## src/rtl/bsc_pkg.sv

```systemverilog
package bsc_pkg;
  typedef enum logic [2:0] {
    ST_IDLE,
    ST_REQUEST,
    ST_CONNECTED,
    ST_WAIT_READY,
    ST_BURST,
    ST_DISCONNECT
  } ctrlState_t;

  // strobes from control to datapath
  typedef struct packed {
    logic load;
    logic first;
    logic last;
    logic trunc;
  } dpStrobe_t;
endpackage

```

## src/rtl/bsc_datapath.sv

```systemverilog
module bsc_datapath
  import bsc_pkg::*;
#(
  parameter int DATA_W = 32
) (
  input  logic              clk,
  input  logic              rst,
  input  dpStrobe_t         stb,
  input  logic [DATA_W-1:0] wordIn,
  output logic              chValid,
  output logic [DATA_W-1:0] chData,
  output logic              chParity,
  output logic              chSop,
  output logic              chEop,
  output logic              errOverflow
);

  always_ff @(posedge clk) begin
    if (rst) begin
      chValid     <= 1'b0;
      chData      <= '0;
      chParity    <= 1'b0;
      chSop       <= 1'b0;
      chEop       <= 1'b0;
      errOverflow <= 1'b0;
    end else begin
      chValid     <= stb.load;
      chSop       <= stb.load & stb.first;
      chEop       <= stb.load & stb.last;
      errOverflow <= stb.load & stb.trunc;
      if (stb.load) begin
        chData   <= wordIn;
        chParity <= ~^wordIn;
      end
    end
  end

  AST_MARKS_NEED_WORD: assert property (@(posedge clk) disable iff (rst)
    (chSop || chEop || errOverflow) |-> chValid);

endmodule

```

## src/rtl/bsc_control.sv

```systemverilog
module bsc_control
  import bsc_pkg::*;
#(
  parameter int BURST_WORDS = 256,
  parameter int MAX_WORDS   = 16384,
  parameter int CREDIT_W    = 4
) (
  input  logic      clk,
  input  logic      rst,
  input  logic      inValid,
  input  logic      inLast,
  input  logic      chConnect,
  input  logic      chRdy,
  output logic      inReady,
  output logic      chReq,
  output logic      chPacket,
  output logic      chBurst,
  output logic      chDisconnect,
  output dpStrobe_t stb
);

  localparam int BCNT_W = (BURST_WORDS > 1) ? $clog2(BURST_WORDS) : 1;
  localparam int PCNT_W = (MAX_WORDS > 1) ? $clog2(MAX_WORDS) + 1 : 1;

  ctrlState_t          state, nextState;
  logic [CREDIT_W-1:0] credits;
  logic [BCNT_W-1:0]   burstCnt;
  logic [PCNT_W-1:0]   pktCnt;
  logic take, atLimit, pktEnd, burstEnd, startBurst;

  assign take       = (state == ST_BURST) && inValid;
  assign atLimit    = (pktCnt == PCNT_W'(MAX_WORDS - 1));
  assign pktEnd     = take && (inLast || atLimit);
  assign burstEnd   = take && (burstCnt == BCNT_W'(BURST_WORDS - 1));
  assign startBurst = (state == ST_WAIT_READY) && (credits != '0);

  always_comb begin
    nextState = state;
    case (state)
      ST_IDLE:       if (inValid)    nextState = ST_REQUEST;
      ST_REQUEST:    if (chConnect)  nextState = ST_CONNECTED;
      ST_CONNECTED:                  nextState = ST_WAIT_READY;
      ST_WAIT_READY: if (startBurst) nextState = ST_BURST;
      ST_BURST: begin
        if (pktEnd)        nextState = ST_DISCONNECT;
        else if (burstEnd) nextState = ST_WAIT_READY;
      end
      ST_DISCONNECT:                 nextState = ST_IDLE;
      default:                       nextState = ST_IDLE;
    endcase
  end

  always_ff @(posedge clk) begin
    if (rst) begin
      state    <= ST_IDLE;
      chPacket <= 1'b0;
      chBurst  <= 1'b0;
    end else begin
      state    <= nextState;
      chPacket <= (state == ST_WAIT_READY) || (state == ST_BURST);
      chBurst  <= (state == ST_BURST);
    end
  end

  // credit counter: +1 per ready cycle, -1 per burst start
  always_ff @(posedge clk) begin
    if (rst || state == ST_IDLE) begin
      credits <= '0;
    end else if (chRdy && !startBurst) begin
      if (credits != '1) credits <= credits + 1'b1;
    end else if (!chRdy && startBurst) begin
      credits <= credits - 1'b1;
    end
  end

  always_ff @(posedge clk) begin
    if (rst || startBurst)  burstCnt <= '0;
    else if (take)          burstCnt <= burstCnt + 1'b1;
  end

  always_ff @(posedge clk) begin
    if (rst || state == ST_IDLE) pktCnt <= '0;
    else if (take)               pktCnt <= pktCnt + 1'b1;
  end

  assign inReady      = (state == ST_BURST);
  assign chReq        = (state == ST_REQUEST) || (state == ST_CONNECTED) ||
                        (state == ST_WAIT_READY) || (state == ST_BURST);
  assign chDisconnect = (state == ST_DISCONNECT);

  assign stb.load  = take;
  assign stb.first = take && (pktCnt == '0);
  assign stb.last  = pktEnd;
  assign stb.trunc = take && atLimit && !inLast;

  AST_CONNECT_SEEN: assert property (@(posedge clk) disable iff (rst)
    (state == ST_CONNECTED) |-> $past(chConnect));

  AST_START_HAS_CREDIT: assert property (@(posedge clk) disable iff (rst)
    (state == ST_BURST && $past(state) == ST_WAIT_READY) |-> ($past(credits) != '0));

  AST_PKT_LIMIT: assert property (@(posedge clk) disable iff (rst)
    (state == ST_BURST) |-> (int'(pktCnt) < MAX_WORDS));

endmodule

```

## src/rtl/burst_src_ctrl.sv

```systemverilog
module burst_src_ctrl
  import bsc_pkg::*;
#(
  parameter int DATA_W      = 32,
  parameter int BURST_WORDS = (DATA_W == 64) ? 128 : 256,
  parameter int MAX_BYTES   = 65536,
  parameter int CREDIT_W    = 4
) (
  input  logic              clk,
  input  logic              rst,
  input  logic              inValid,
  output logic              inReady,
  input  logic [DATA_W-1:0] inData,
  input  logic              inLast,
  output logic              chReq,
  input  logic              chConnect,
  input  logic              chRdy,
  output logic              chPacket,
  output logic              chBurst,
  output logic              chValid,
  output logic [DATA_W-1:0] chData,
  output logic              chParity,
  output logic              chSop,
  output logic              chEop,
  output logic              chDisconnect,
  output logic              errOverflow
);

  localparam int MAX_WORDS = MAX_BYTES / (DATA_W / 8);

  dpStrobe_t stb;

  bsc_control #(
    .BURST_WORDS(BURST_WORDS),
    .MAX_WORDS  (MAX_WORDS),
    .CREDIT_W   (CREDIT_W)
  ) u_ctrl (
    .clk         (clk),
    .rst         (rst),
    .inValid     (inValid),
    .inLast      (inLast),
    .chConnect   (chConnect),
    .chRdy       (chRdy),
    .inReady     (inReady),
    .chReq       (chReq),
    .chPacket    (chPacket),
    .chBurst     (chBurst),
    .chDisconnect(chDisconnect),
    .stb         (stb)
  );

  bsc_datapath #(
    .DATA_W(DATA_W)
  ) u_dp (
    .clk        (clk),
    .rst        (rst),
    .stb        (stb),
    .wordIn     (inData),
    .chValid    (chValid),
    .chData     (chData),
    .chParity   (chParity),
    .chSop      (chSop),
    .chEop      (chEop),
    .errOverflow(errOverflow)
  );

  AST_DISC_WITH_EOP: assert property (@(posedge clk) disable iff (rst)
    chDisconnect |-> chEop);

  AST_SOP_FRAMED: assert property (@(posedge clk) disable iff (rst)
    chSop |-> (chPacket && chBurst));

  AST_WORD_IN_BURST: assert property (@(posedge clk) disable iff (rst)
    chValid |-> chBurst);

endmodule

```

## config.mk

```make
export PLATFORM = sky130hd
export DESIGN_NAME = burst_src_ctrl
export DESIGN_NICKNAME = d
export VERILOG_FILES = /design/src/rtl/bsc_pkg.sv /design/src/rtl/bsc_datapath.sv /design/src/rtl/bsc_control.sv /design/src/rtl/burst_src_ctrl.sv
export SDC_FILE = /design/constraint.sdc
export NUM_CORES = 1
export LEC_CHECK = 0
export BUFFER_PORTS_ARGS = -buffer_cell sky130_fd_sc_hd__buf_2
export CAP_MARGIN = 30
export CORE_ASPECT_RATIO = 0.75
export CORE_MARGIN = 3
export CORE_UTILIZATION = 35
export CTS_CLUSTER_SIZE = 12
export DETAILED_ROUTE_END_ITERATION = 8
export PLACE_DENSITY_LB_ADDON = 0.25
export SLEW_MARGIN = 25
export SYNTH_ARGS = -nofsm -noshare
export SYNTH_HDL_FRONTEND = slang
export SYNTH_SLANG_ARGS = --single-unit
```

## constraint.sdc

```tcl
create_clock -name clk -period 2.42 [get_ports clk]
set_input_delay 0.484 -clock clk [delete_from_list [all_inputs] [get_ports clk]]
set_output_delay 0.484 -clock clk [all_outputs]
set_load 0.05 [all_outputs]
```

### Yosys cells after proc, flatten, opt, wreduce, memory -nomap -nowiden

Index checks and enable logic that the tools add are counted.

* reductions and logical operators: 26
* bitwise operators: 3
* mux-type cells: 9
* equal/unequal tests: 13
* add/sub/neg operators: 4

Operators by type and width (number)
* XNOR reduction 32 bit: 1
* adder 15 x 1 -> 15 bit, second input constant: 1
* == test 15 x 14 -> 1 bit, second input constant: 1
* zero test 15 bit: 1
* 2-to-1 mux 3 bit: 5
* case mux 3 bit (5 select lines): 1
* 2-to-1 mux 4 bit: 3
* logical AND 1 bit: 9
* adder 8 x 1 -> 8 bit, second input constant: 1
* == test 8 bit, second input constant: 1
* logical OR 1 bit: 7
* == test 3 x 2 -> 1 bit, second input constant: 2
* == test 3 bit, second input constant: 2
* != test 2 bit, second input constant: 3
* adder 4 x 1 -> 4 bit, second input constant: 1
* != test 4 bit, second input constant: 1
* AND reduction 4 bit: 1
* nonzero test 4 bit: 1
* subtractor 4 x 1 -> 4 bit, second input constant: 1
* bitwise AND 1 bit: 3
* == test 3 x 1 -> 1 bit, second input constant: 1
* zero test 1 bit: 3
* zero test 3 bit: 1
* != test 3 x 1 -> 1 bit, second input constant: 1
* 3 further kinds: 3

* word-level logic and storage cells: 67
* bits in registers: 69

### Logic depth before layout (Yosys ltp)

Gate-level depths: netlist of the first run.

* depth after elaboration: 6
* mapped depth: 9
* mapped depth without buffers: 8

### By module

From an unflattened synthesis of the first run, not the netlist that was laid out.

* cell total of the unflattened synthesis: 345
* area, all modules: 3230.6 um2

Modules (own cells, without submodules)
* bsc_control: times used 1, sequential area each 640.6 um2, area an instance 1704.1 um2, cells each 199
* bsc_datapath: times used 1, sequential area each 740.7 um2, area an instance 1526.5 um2, cells each 146

### Worst setup path after synthesis of the first run

Ideal clock, no wire load.

* kind: register to register
* start point: register u_ctrl.credits[0]
* end point: register u_ctrl.credits[3]
* arrival time: 1.990 ns
* buffers on the path: 0
* cell stages (with the launch flop): 9
* path slack: 0.360 ns
* data required time: 2.350 ns
* library setup time: 0.070 ns
* path through: dfxtp_1 > nor4_4 > o21ai_2 > ha_1 > a21o_1 > a21oi_1 > xor2_1 > or3_1 > a21oi_1

* cells in the longest elaborated chain, start to end: 6
* elaborated cells between the ends (all ways): 14
* those cells by class: 2 x add/sub; 2 x eq/ne; 3 x mux; 7 x reduce/logical

RTL lines
* start, declared: RTL line bsc_control.sv:26 `logic [CREDIT_W-1:0] credits;`
* start signal, assigned: RTL line bsc_control.sv:70 `if (credits != '1) credits <= credits + 1'b1;`
* start signal, assigned: RTL line bsc_control.sv:72 `credits <= credits - 1'b1;`
* branches (longest 6 deep; another with subtractor 4 x 1 -> 4 bit)

Parallel ways; which one is timed is not known. The select of a mux whose other input is x is not followed.
A chain may end at the register's enable or synchronous reset.

### Worst setup path in the final report of the first run

Same ends and word-level chain as after synthesis.

==> results.md, run 1 <==
| Quantity | Reported | Unit |
|:---|:---|:---|
| Average footprint of a synthesized cell | 8.37 | sq um |
| Data arrival at the endpoint of the critical path | 2.47 | ns |
| Number of inserted diodes | 0 | - |
| Total setup buffers inserted after CTS | 0 | - |
| Slew margin rel. | 0.609 | - |
| Number of nets in the layout | 500 | - |
| Starting density of the core | 0.367 | - |
| Core area | 0.00860 | sq mm |
| RSZ-0062 raised after global routing | false | - |
| Remaining antenna violation count after routing | 0 | - |
| Critical Path End Type | flop | - |
| Global router's overall resource usage | 0.144 | - |
| Num ports | 80 | - |
| DRT Pass-1 Iters | 4 | - |
| Most common cell after layout, fill and taps aside | nand2_1 | - |
| Post-synthesis cell type with the largest combined area | dfxtp_1 | - |
| Unique masters post-synth | 45 | - |
| Full die area | 0.0102 | sq mm |
| Critical path class | flop to flop | - |
| Lkg Pwr | 0.00166 | uW |
| Vias in the first global route | 2468 | - |
| Share of total power consumed by net switching | 0.270 | - |
| Share of cells above drive strength 1 | 0.241 | - |
| Clk network pwr share | 0.450 | - |
| Placer's final routability congestion estimate | 0.865 | - |
| Wire length of the first global-routing pass | 11.7 | mm |
| Total count of hold-check failures in the final report | 0 | - |
| Remaining global-route overflow | 0 | - |
| TritonCTS clock tree | built | - |
| Type of the tightest min-delay check | primary input to flop | - |
| Measured slew at the worst slew-check pin | 0.585 | ns |
| Post-detailed-route wirelength per cell | 12.6 | um |
| Final setup violation count | 0 | - |
| Commonest cells after routing, fill and taps aside | 86 x nand2_1, 79 x buf_2, 69 x dfxtp_1, 44 x a21oi_1, 37 x nor2_1 | - |
| Htree depth | 3 | - |
| Net switching component of the power | 970 | uW |
| Total power of the final layout | 3590 | uW |
| Final Routed Wirelength | 7.19 | mm |
| Die height | 88.2 | um |
| Worst clock skew | 0.00644 | ns |
| Antenna violations before repair | 0 | - |
| CP required | 2.67 | ns |
| Synth area leaders | dfxtp_1 44%, nand2_1 10%, xnor2_1 10% | - |
| Maximum operating frequency | 450 | MHz |
| Crit path launch type | flop | - |
| Via-per-instance ratio | 4.72 | - |
| Shortest clock period the worst path allows after layout | 2.22 | ns |
| Number of vias after detailed routing | 2684 | - |
| Count of buffers from port buffering | 79 | - |
| Fin crit share | 0.919 | - |
| Run status | finished, final reports clean | - |
| Row cnt | 29 | - |
| Pwr Density | 889 | mW/mm^2 |
| Share of total power in sequential cells | 0.343 | - |
| Total instance count after detailed placement | 553 | - |
| Area added between synthesis and finish | 27.8 | % |
| Combinational share of power | 0.207 | - |
| Synthesis Warnings | 0 | - |
| Met3 Track Usage GR | 0.0424 | - |
| Register-to-Register Setup Slack | 0.20 | ns |
| Maximum number of pins on one net before global-route repair | 37 | - |
| CTS hold repair buffers | 0 | - |
| #FFs+latches synth | 69 | - |
| Clk slew on worst S/H paths | 0.06 | ns |
| Latest clock arrival within the worst-skew pair | 0.32 | ns |
| Max-cap violation count | 0 | - |
| Maximum fanout encountered on the critical timing path | 5 | - |
| IR drop worst, VDD | 473 | uV |
| Sum of negative setup slack | 0 | ns |
| Buffer levels on the longest clock path | 2 | - |
| Worst hold-check slack | 0.358 | ns |
| Met2 usage in global routing | 0.223 | - |
| Max-slew violation total from the final report | 0 | - |
| Post-synthesis instance total | 377 | - |
| Post-CTS resize count | 0 | - |
| Clock buffers created by TritonCTS | 9 | - |
| Met1 Resource Use GR | 0.196 | - |
| Pint | 2620 | uW |
| Sequential-to-total area share from yosys stat | 0.438 | - |
| Top-area cell type share of the netlist area | 0.438 | - |
| Layer carrying the most global-route usage | met2 | - |
| Number of non-filler instances in the completed layout | 569 | - |
| DRC violations left | 0 | - |
| Clk sink count | 69 | - |
| Cell chosen for the clock root | clkbuf_16 | - |
| First-iteration detailed-routing DRC count | 92 | - |
| HPWL Detailed | 5.14 | mm |
| Cell area after synthesis | 0.00316 | sq mm |
| Net count of the mapped netlist | 421 | - |
| Width of the die | 116 | um |
-- routing by layer --
metal  routed length, um  part of all wire  up-vias
li1                    -                 -     1410
met1                3580              0.50     1223
met2                3290              0.46       49
met3                 300             0.042        2
met4                  22            0.0031        0
met5                   0                 0        -
-- final timing paths --
| path | start | endpoint | depth (start not counted) |
|---|---|---|---|
| setup / recovery | u_ctrl.credits[0] | u_ctrl.credits[3] | 8 |
| hold / removal | inLast | u_dp.errOverflow | 2 |
| setup reg to reg | u_ctrl.credits[0] | u_ctrl.credits[3] | 8 |
| hold reg to reg | u_dp.chData[14] | u_dp.chData[14] | 2 |
-- kinds of logic (layout without fill, tap and decap cells) --
kind of cell,count (synthesis),after routing,share of synthesized area
and+or+nand+nor,163,163,0.245
xor gates and xnor gates,53,53,0.147
muxes,1,1,0.00317
DFF,69,69,0.438
adders and majority gates,6,6,0.0262
buffers and inverters,24,108,0.0337
AOI/OAI and AO/OA,61,61,0.107
-- synthesized netlist by cell type, drive strengths merged --
cell type	number
mux2i	1
inv	6
o31ai	1
and4	2
a221oi	1
nand2b	1
nor4	5
nand3b	2
fa	1
a21oi	44
dfxtp	69
xor2	17
o21bai	1
clkbuf	9
a21o	1
nand4bb	1
and3	4
and4bb	1
nand2	86
or3	3
ha	5
and3b	2
nor4b	1
o21ai	8
nor2	37
or2	1
nand4b	1
o311ai	1
xnor2	36
nor3	3
buf	9
nand3	4
nor2b	1
a31oi	2
a211oi	1
a22oi	1
nand4	8
-- per-stage QoR --
| stage | cell area [sq um] | setup WS, ns | util |
|---|---|---|---|
| 4_1_cts | 4030 | 0.182 | 0.469 |
| 3_3_place_gp | 3660 | 0.272 | 0.426 |
| 3_5_place_dp | 3660 | 0.203 | 0.426 |
| 5_1_grt | 4030 | 0.0275 | 0.469 |
| 2_1_floorplan | 3160 | 0.360 | - |
| 6_report | 4030 | 0.196 | 0.469 |
-- power by group through the flow --
stage	Combinational [uW]	Clock, uW	Sequential, uW
2_1_floorplan	511	0	1310
6_report	741	1620	1230
5_1_grt	806	1720	1240
3_5_place_dp	745	0	1250
3_3_place_gp	738	0	1250
4_1_cts	749	1660	1230
-- registers in the layout, summed over array words and instances (netlist names) --
| signal | cells |
|---|---|
| u_ctrl.chBurst | 1 |
| u_dp.chData | 32 |
| u_ctrl.credits | 4 |
| u_dp.chValid | 1 |
| u_dp.chParity | 1 |
| u_ctrl.chPacket | 1 |
| u_dp.chEop | 1 |
| u_ctrl.burstCnt | 8 |
| u_dp.chSop | 1 |
| u_ctrl.state | 3 |
| u_dp.errOverflow | 1 |
| u_ctrl.pktCnt | 15 |
-- area by class of cell --
| cell class | count | area, sq um |
|---|---|---|
| inverter | 6 | 22.5 |
| sequential | 69 | 1380 |
| timing repair buffer | 86 | 448 |
| clock inverter | 6 | 134 |
| tap | 108 | 135 |
| multi-input combinational | 284 | 1670 |
| clock buffer | 10 | 239 |
| fill | 852 | 4570 |
-- critical path: stages, from the launching register on --
cell	delay, ns
dfxtp_1	0.39
nor4_4	0.42
o21ai_2	0.16
ha_1	0.30
a21o_1	0.18
a21oi_1	0.17
xor2_1	0.09
or3_1	0.30
a21oi_1	0.13
Note: power is estimated with default switching activity, not from simulation.
==> run 2: changes to the inputs <==
Settings changed: PLACE_DENSITY set to 0.68, PLACE_DENSITY_LB_ADDON 0.25 to not set.
==> results.md, run 2 (synthesis gave the netlist of run 1 again) <==
| Quantity | Reported | Unit | Change |
|:---|:---|:---|:---|
| Run status | finished, final reports clean | - | unchanged |
| Via-per-instance ratio | 4.75 | - | was 4.72 |
| Htree depth | 3 | - | unchanged |
| Maximum number of pins on one net before global-route repair | 37 | - | unchanged |
| Final setup violation count | 0 | - | unchanged |
| Total power of the final layout | 3200 | uW | was 3590 uW |
| IR drop worst, VDD | 521 | uV | was 473 uV |
| Critical path's top delay family | simple AND/OR/NAND/NOR gates | - | unchanged |
| Wire length of the first global-routing pass | 11.8 | mm | was 11.7 mm |
| Critical Path End Type | flop | - | unchanged |
| Count of buffers from port buffering | 79 | - | unchanged |
| HPWL Detailed | 5.19 | mm | was 5.14 mm |
| Peak per-stage delay on the critical path | 0.39 | ns | was 0.42 ns |
| Biggest regs | u_dp.chData x32, u_ctrl.pktCnt x15, u_ctrl.burstCnt x8 | - | unchanged |
| Seq. cell area | 0.00138 | sq mm | unchanged |
| Full die area | 0.0102 | sq mm | unchanged |
| Cells along the critical path | nor4_4, o21ai_2, ha_1, a21o_1, a21oi_1, xor2_1, or3_1, a21oi_1 | - | unchanged |
| Launching instance or port of the critical path | u_ctrl.credits[1] | - | was u_ctrl.credits[0] |
| Cell chosen for the clock root | clkbuf_16 | - | unchanged |
| Core area | 0.00860 | sq mm | unchanged |
| Register-to-Register Setup Slack | 0.28 | ns | was 0.20 ns |
| Register with the highest flop count | u_dp.chData | - | unchanged |
| Number of vias after detailed routing | 2704 | - | was 2684 |
| Endpoint of the worst-slack reg-to-reg timing path | u_ctrl.credits[3] | - | unchanged |
| Clk sink count | 69 | - | unchanged |
| DRC violations left | 0 | - | unchanged |
| Number of nets in the layout | 500 | - | unchanged |
| Share of total power in sequential cells | 0.384 | - | was 0.343 |
| Remaining global-route overflow | 0 | - | unchanged |
| Hold Path Depth | 2 | - | unchanged |
| Crit path launch type | flop | - | unchanged |
| Most common cell after layout, fill and taps aside | nand2_1 | - | unchanged |
| Width of the die | 116 | um | unchanged |
| DRT Pass-1 Iters | 4 | - | unchanged |
| Crit path capture | u_ctrl.credits[3] | - | unchanged |
| Worst Hold Launch | inLast | - | unchanged |
| Num ports | 80 | - | unchanged |
| Share of total power consumed by net switching | 0.311 | - | was 0.270 |
| Pint | 2210 | uW | was 2620 uW |
| Post-detailed-route wirelength per cell | 12.7 | um | was 12.6 um |
| Antenna violations before repair | 0 | - | unchanged |
| Worst setup slack after placement | 0.234 | ns | was 0.203 ns |
| Total count of hold-check failures in the final report | 0 | - | unchanged |
| Data arrival at the endpoint of the critical path | 2.40 | ns | was 2.47 ns |
| Combinational share of power | 0.234 | - | was 0.207 |
| Crit-path most repeated cell | a21oi_1 | - | unchanged |
| RSZ-0062 raised after global routing | false | - | unchanged |
| Max-slew violation total from the final report | 0 | - | unchanged |
| Maximum operating frequency | 468 | MHz | was 450 MHz |
| Final Routed Wirelength | 7.21 | mm | was 7.19 mm |
| Placer's final routability congestion estimate | 0.828 | - | was 0.865 |
| Slew margin rel. | 0.576 | - | was 0.609 |
| Number of flip-flops under the largest register name | 32 | - | unchanged |
| Post-route setup slack | 0.281 | ns | was 0.196 ns |
| Fin crit share | 0.884 | - | was 0.919 |
| Type of the tightest min-delay check | primary input to flop | - | unchanged |
| Number of inserted diodes | 0 | - | unchanged |
| Vias in the first global route | 2581 | - | was 2468 |
| Net switching component of the power | 997 | uW | was 970 uW |
| TritonCTS clock tree | built | - | unchanged |
| Worst flop-to-flop path startpoint | u_ctrl.credits[1] | - | was u_ctrl.credits[0] |
| Global router's overall resource usage | 0.146 | - | was 0.144 |
| Row cnt | 29 | - | unchanged |
| CP required | 2.68 | ns | was 2.67 ns |
| Sum of negative setup slack | 0 | ns | unchanged |
| Multi-input logic area | 0.00167 | sq mm | about the same |
| Lkg Pwr | 0.00161 | uW | was 0.00166 uW |
| Cell depth of the worst setup path | 8 | - | unchanged |
| Latest clock arrival within the worst-skew pair | 0.33 | ns | was 0.32 ns |
| Pwr Density | 813 | mW/mm^2 | was 889 mW/mm^2 |
| Clock buffers created by TritonCTS | 9 | - | unchanged |
| Shortest clock period the worst path allows after layout | 2.14 | ns | was 2.22 ns |
| Clk network pwr share | 0.382 | - | was 0.450 |
| Commonest cells after routing, fill and taps aside | 86 x nand2_1, 79 x buf_2, 69 x dfxtp_1, 44 x a21oi_1, 37 x nor2_1 | - | unchanged |
| Clk slew on worst S/H paths | 0.06 | ns | about the same |
| Die height | 88.2 | um | unchanged |
| CP max-delay cell | dfxtp_1 | - | was nor4_4 |
| Number of cells on the worst reg-to-reg path | 8 | - | unchanged |
| Number of filler cells placed in the layout | 853 | - | was 852 |
| Worst clock skew | 0.00736 | ns | was 0.00644 ns |
| Max-cap violation count | 0 | - | unchanged |
| Buffers and inverters on the worst path | 0 | - | unchanged |
| Remaining antenna violation count after routing | 0 | - | unchanged |
| Area added between synthesis and finish | 24.9 | % | was 27.8% |
| CTS hold repair buffers | 0 | - | unchanged |
| First-iteration detailed-routing DRC count | 100 | - | was 92 |
| Starting density of the core | 0.367 | - | unchanged |
| Share of cells above drive strength 1 | 0.239 | - | was 0.241 |
| Maximum fanout encountered on the critical timing path | 6 | - | was 5 |
| Measured slew at the worst slew-check pin | 0.635 | ns | was 0.585 ns |
| Critical path class | flop to flop | - | unchanged |
| Buffer levels on the longest clock path | 2 | - | unchanged |
[run 2: power by group through the flow]
stage          sequential [uW]  combinational, uW  clock (uW)
6_report                  1230                749        1230
5_1_grt                   1240                825        1310
4_1_cts                   1230                737        1260
3_5_place_dp              1250                734           0
3_3_place_gp              1250                723           0
2_1_floorplan             1310                511           0
[run 2: area by class of cell]
type,count,area share
clock buffers,10,0.0606
clock inverters,6,0.0117
inverters,6,0.00571
multi-input cells,284,0.423
flip-flops and latches,69,0.350
well taps,108,0.0343
repair buffers,86,0.114
[run 2: worst min-delay path by stage]
| stage | to |
|---|---|
| 6_report | u_dp.errOverflow |
| 3_3_place_gp | u_dp.chData[14] |
| 4_1_cts | u_dp.errOverflow |
| 2_1_floorplan | u_ctrl.burstCnt[1] |
| 5_1_grt | u_dp.errOverflow |
| 3_5_place_dp | u_dp.chData[27] |
[run 2: per-layer routing]
metal | vias to the layer above | global-route usage | wire length [um]
met2 | 45 | 0.231 | 3390
met5 | - | 0 | 0
li1 | 1410 | - | -
met1 | 1241 | 0.187 | 3410
met4 | 0 | 0.0611 | 91
met3 | 8 | 0.0458 | 322
[run 2: metrics by stage]
| step | hold slack, ns | area (sq um) | util | instances |
|---|---|---|---|---|
| floorplan | 0.454 | 3160 | - | 377 |
| detailed placement | 0.444 | 3650 | 0.424 | 552 |
| global route | 0.354 | 3940 | 0.458 | 569 |
| finish | 0.350 | 3940 | 0.458 | 569 |
| global placement | 0.440 | 3650 | 0.424 | 552 |
| CTS | 0.344 | 3930 | 0.457 | 568 |
[run 2: what timing repair did]
item                       CTS  global route
setup endpoints to repair    0             1
resized for setup            0             0
buffers inserted             0             1
[run 2: worst reg2reg max path: cells and delay by family, from the launching register on]
| family | cells | cell delay [ns] |
|---|---|---|
| flops | 1 | 0.39 |
| simple gates | 2 | 0.67 |
| xor+xnor | 1 | 0.09 |
| compound gates | 4 | 0.63 |
| fa+ha+maj | 1 | 0.29 |
==> run 3: changes to the inputs <==
Settings changed: CTS_BUF_LIST set to sky130_fd_sc_hd__clkbuf_16.
==> results.md, run 3 (synthesis gave the netlist of run 1 again) <==
| Quantity | Reported | Unit | Change |
|:---|:---|:---|:---|
| Run status | finished, final reports clean | - | unchanged |
| Count of buffers from port buffering | 79 | - | unchanged |
| Net switching component of the power | 994 | uW | was 997 uW |
| Number of flip-flops under the largest register name | 32 | - | unchanged |
| Critical path's top delay family | simple AND/OR/NAND/NOR gates | - | unchanged |
| Num ports | 80 | - | unchanged |
| Clk sink count | 69 | - | unchanged |
| Antenna violations before repair | 0 | - | unchanged |
| Die height | 88.2 | um | unchanged |
| TritonCTS clock tree | built | - | unchanged |
| Worst Hold Launch | inLast | - | unchanged |
| CP required | 2.68 | ns | about the same |
| Crit-path most repeated cell | a21oi_1 | - | unchanged |
| Slew margin rel. | 0.576 | - | unchanged |
| Latest clock arrival within the worst-skew pair | 0.33 | ns | about the same |
| Hold Path Depth | 2 | - | unchanged |
| Data arrival at the endpoint of the critical path | 2.40 | ns | about the same |
| Number of nets in the layout | 500 | - | unchanged |
| Most common cell after layout, fill and taps aside | nand2_1 | - | unchanged |
| Worst clock skew | 0.00736 | ns | about the same |
| Measured slew at the worst slew-check pin | 0.635 | ns | unchanged |
| Clk slew on worst S/H paths | 0.06 | ns | about the same |
| Number of filler cells placed in the layout | 854 | - | was 853 |
| Combinational share of power | 0.236 | - | was 0.234 |
| Terminating pin of the worst hold path | u_dp.errOverflow | - | unchanged |
| Clock buffers created by TritonCTS | 9 | - | unchanged |
| Core area | 0.00860 | sq mm | unchanged |
| CP max-delay cell | dfxtp_1 | - | unchanged |
| Wire length of the first global-routing pass | 11.8 | mm | unchanged |
| Number of vias after detailed routing | 2701 | - | was 2704 |
| CTS hold repair buffers | 0 | - | unchanged |
| Placer's final routability congestion estimate | 0.828 | - | unchanged |
| Row cnt | 29 | - | unchanged |
| Post-CTS resize count | 0 | - | unchanged |
| Register with the highest flop count | u_dp.chData | - | unchanged |
| Starting density of the core | 0.367 | - | unchanged |
| Remaining antenna violation count after routing | 0 | - | unchanged |
| Shortest clock period the worst path allows after layout | 2.14 | ns | about the same |
| DRT Pass-1 Iters | 4 | - | unchanged |
| Biggest regs | u_dp.chData x32, u_ctrl.pktCnt x15, u_ctrl.burstCnt x8 | - | unchanged |
| RSZ-0062 raised after global routing | false | - | unchanged |
| Lkg Pwr | 0.00160 | uW | was 0.00161 uW |
| Full die area | 0.0102 | sq mm | unchanged |
| Clk network pwr share | 0.376 | - | was 0.382 |
| Critical Path End Type | flop | - | unchanged |
| Share of cells above drive strength 1 | 0.236 | - | was 0.239 |
| Worst setup slack after placement | 0.234 | ns | unchanged |
| First-iteration detailed-routing DRC count | 100 | - | unchanged |
| Max-cap violation count | 0 | - | unchanged |
| Vias in the first global route | 2581 | - | unchanged |
| Commonest cells after routing, fill and taps aside | 86 x nand2_1, 79 x buf_2, 69 x dfxtp_1, 44 x a21oi_1, 37 x nor2_1 | - | unchanged |
| IR drop worst, VDD | 521 | uV | about the same |
| Register-to-Register Setup Slack | 0.28 | ns | about the same |
| Via-per-instance ratio | 4.75 | - | about the same |
| Share of total power consumed by net switching | 0.314 | - | was 0.311 |
| Final Routed Wirelength | 7.22 | mm | was 7.21 mm |
| HPWL Detailed | 5.19 | mm | unchanged |
| Maximum number of pins on one net before global-route repair | 37 | - | unchanged |
| Worst flop-to-flop path startpoint | u_ctrl.credits[1] | - | unchanged |
| Remaining global-route overflow | 0 | - | unchanged |
| Area added between synthesis and finish | 24.5 | % | was 24.9% |
| DRC violations left | 0 | - | unchanged |
| Total count of hold-check failures in the final report | 0 | - | unchanged |
| Global router's overall resource usage | 0.146 | - | unchanged |
| Cells along the critical path | nor4_4, o21ai_2, ha_1, a21o_1, a21oi_1, xor2_1, or3_1, a21oi_1 | - | unchanged |
| Max-slew violation total from the final report | 0 | - | unchanged |
| Post-detailed-route wirelength per cell | 12.7 | um | about the same |
| Peak per-stage delay on the critical path | 0.39 | ns | about the same |
| Buffers and inverters on the worst path | 0 | - | unchanged |
| Fin crit share | 0.884 | - | about the same |
| Endpoint of the worst-slack reg-to-reg timing path | u_ctrl.credits[3] | - | unchanged |
| Sum of negative setup slack | 0 | ns | unchanged |
| Type of the tightest min-delay check | primary input to flop | - | unchanged |
| Cell chosen for the clock root | clkbuf_16 | - | unchanged |
| Number of cells on the worst reg-to-reg path | 8 | - | unchanged |
| Share of total power in sequential cells | 0.388 | - | was 0.384 |
| Width of the die | 116 | um | unchanged |
| Final core utilization | 0.457 | - | was 0.458 |
| Worst hold-check slack | 0.350 | ns | about the same |
| Pint | 2180 | uW | was 2210 uW |
| Htree depth | 3 | - | unchanged |
| Maximum fanout encountered on the critical timing path | 6 | - | unchanged |
| Buffer levels on the longest clock path | 2 | - | unchanged |
| Post-route setup slack | 0.281 | ns | about the same |
| Critical path class | flop to flop | - | unchanged |
| Maximum operating frequency | 468 | MHz | about the same |
| Crit path launch type | flop | - | unchanged |
| Number of inserted diodes | 0 | - | unchanged |
| Pwr Density | 806 | mW/mm^2 | was 813 mW/mm^2 |
| Final setup violation count | 0 | - | unchanged |
[run 3: power by group through the flow]
stage | Clock, uW | Combinational [uW] | Sequential [uW]
after floorplan | 0 | 511 | 1310
after global placement | 0 | 723 | 1250
after detailed placement | 0 | 734 | 1250
after CTS | 1230 | 737 | 1230
after global routing | 1270 | 825 | 1240
final | 1190 | 749 | 1230
[run 3: how the worst max path moves through the flow]
| stage | start | endpoint | slack, ns | cells after the start |
|---|---|---|---|---|
| finish | u_ctrl.credits[1] | u_ctrl.credits[3] | 0.28 | 8 |
| global route | u_ctrl.credits[1] | u_ctrl.credits[3] | 0.07 | 8 |
| CTS | u_ctrl.credits[0] | u_ctrl.credits[3] | 0.20 | 8 |
| detailed placement | u_ctrl.credits[0] | u_ctrl.credits[3] | 0.23 | 8 |
| global placement | u_ctrl.credits[0] | u_ctrl.credits[3] | 0.27 | 8 |
| floorplan | u_ctrl.credits[0] | u_ctrl.credits[3] | 0.36 | 8 |
[run 3: final cells by class]
type                            instances  area, sq um  share of cell area
Timing Repair Buffer                   86          448               0.114
Clock inverter                          7         50.0              0.0127
Multi-Input combinational cell        284         1670               0.425
Sequential cell                        69         1380               0.351
Clock buffer                            9          225              0.0573
Tap cell                              108          135              0.0344
Inverter                                6         22.5             0.00573
[run 3: worst reg2reg max path, delay by kind of cell, from the launching register on]
kind	cells	cell delay, ns
xor+xnor	1	0.09
compound gates	4	0.63
simple gates	2	0.67
flops	1	0.39
fa+ha+maj	1	0.29
[run 3: routing by layer]
| metal | vias to the layer above | part of all wire | GRT usage |
|---|---|---|---|
| met1 | 1238 | 0.47 | 0.187 |
| li1 | 1410 | - | - |
| met3 | 8 | 0.045 | 0.0458 |
| met2 | 45 | 0.47 | 0.231 |
| met5 | - | 0 | 0 |
| met4 | 0 | 0.013 | 0.0611 |
[run 3: stage by stage]
| step | area, sq um | cells | power [uW] |
|---|---|---|---|
| 2_1_floorplan | 3160 | 377 | 1820 |
| 3_3_place_gp | 3650 | 552 | 1970 |
| 3_5_place_dp | 3650 | 552 | 1990 |
| 4_1_cts | 3920 | 568 | 3190 |
| 5_1_grt | 3930 | 569 | 3340 |
| 6_report | 3930 | 569 | 3170 |
[run 3: what timing repair did]
action | in CTS | in global routing
setup buffers | 0 | 1
endpoints found under the hold margin | 0 | 0
setup endpoints to repair | 0 | 1
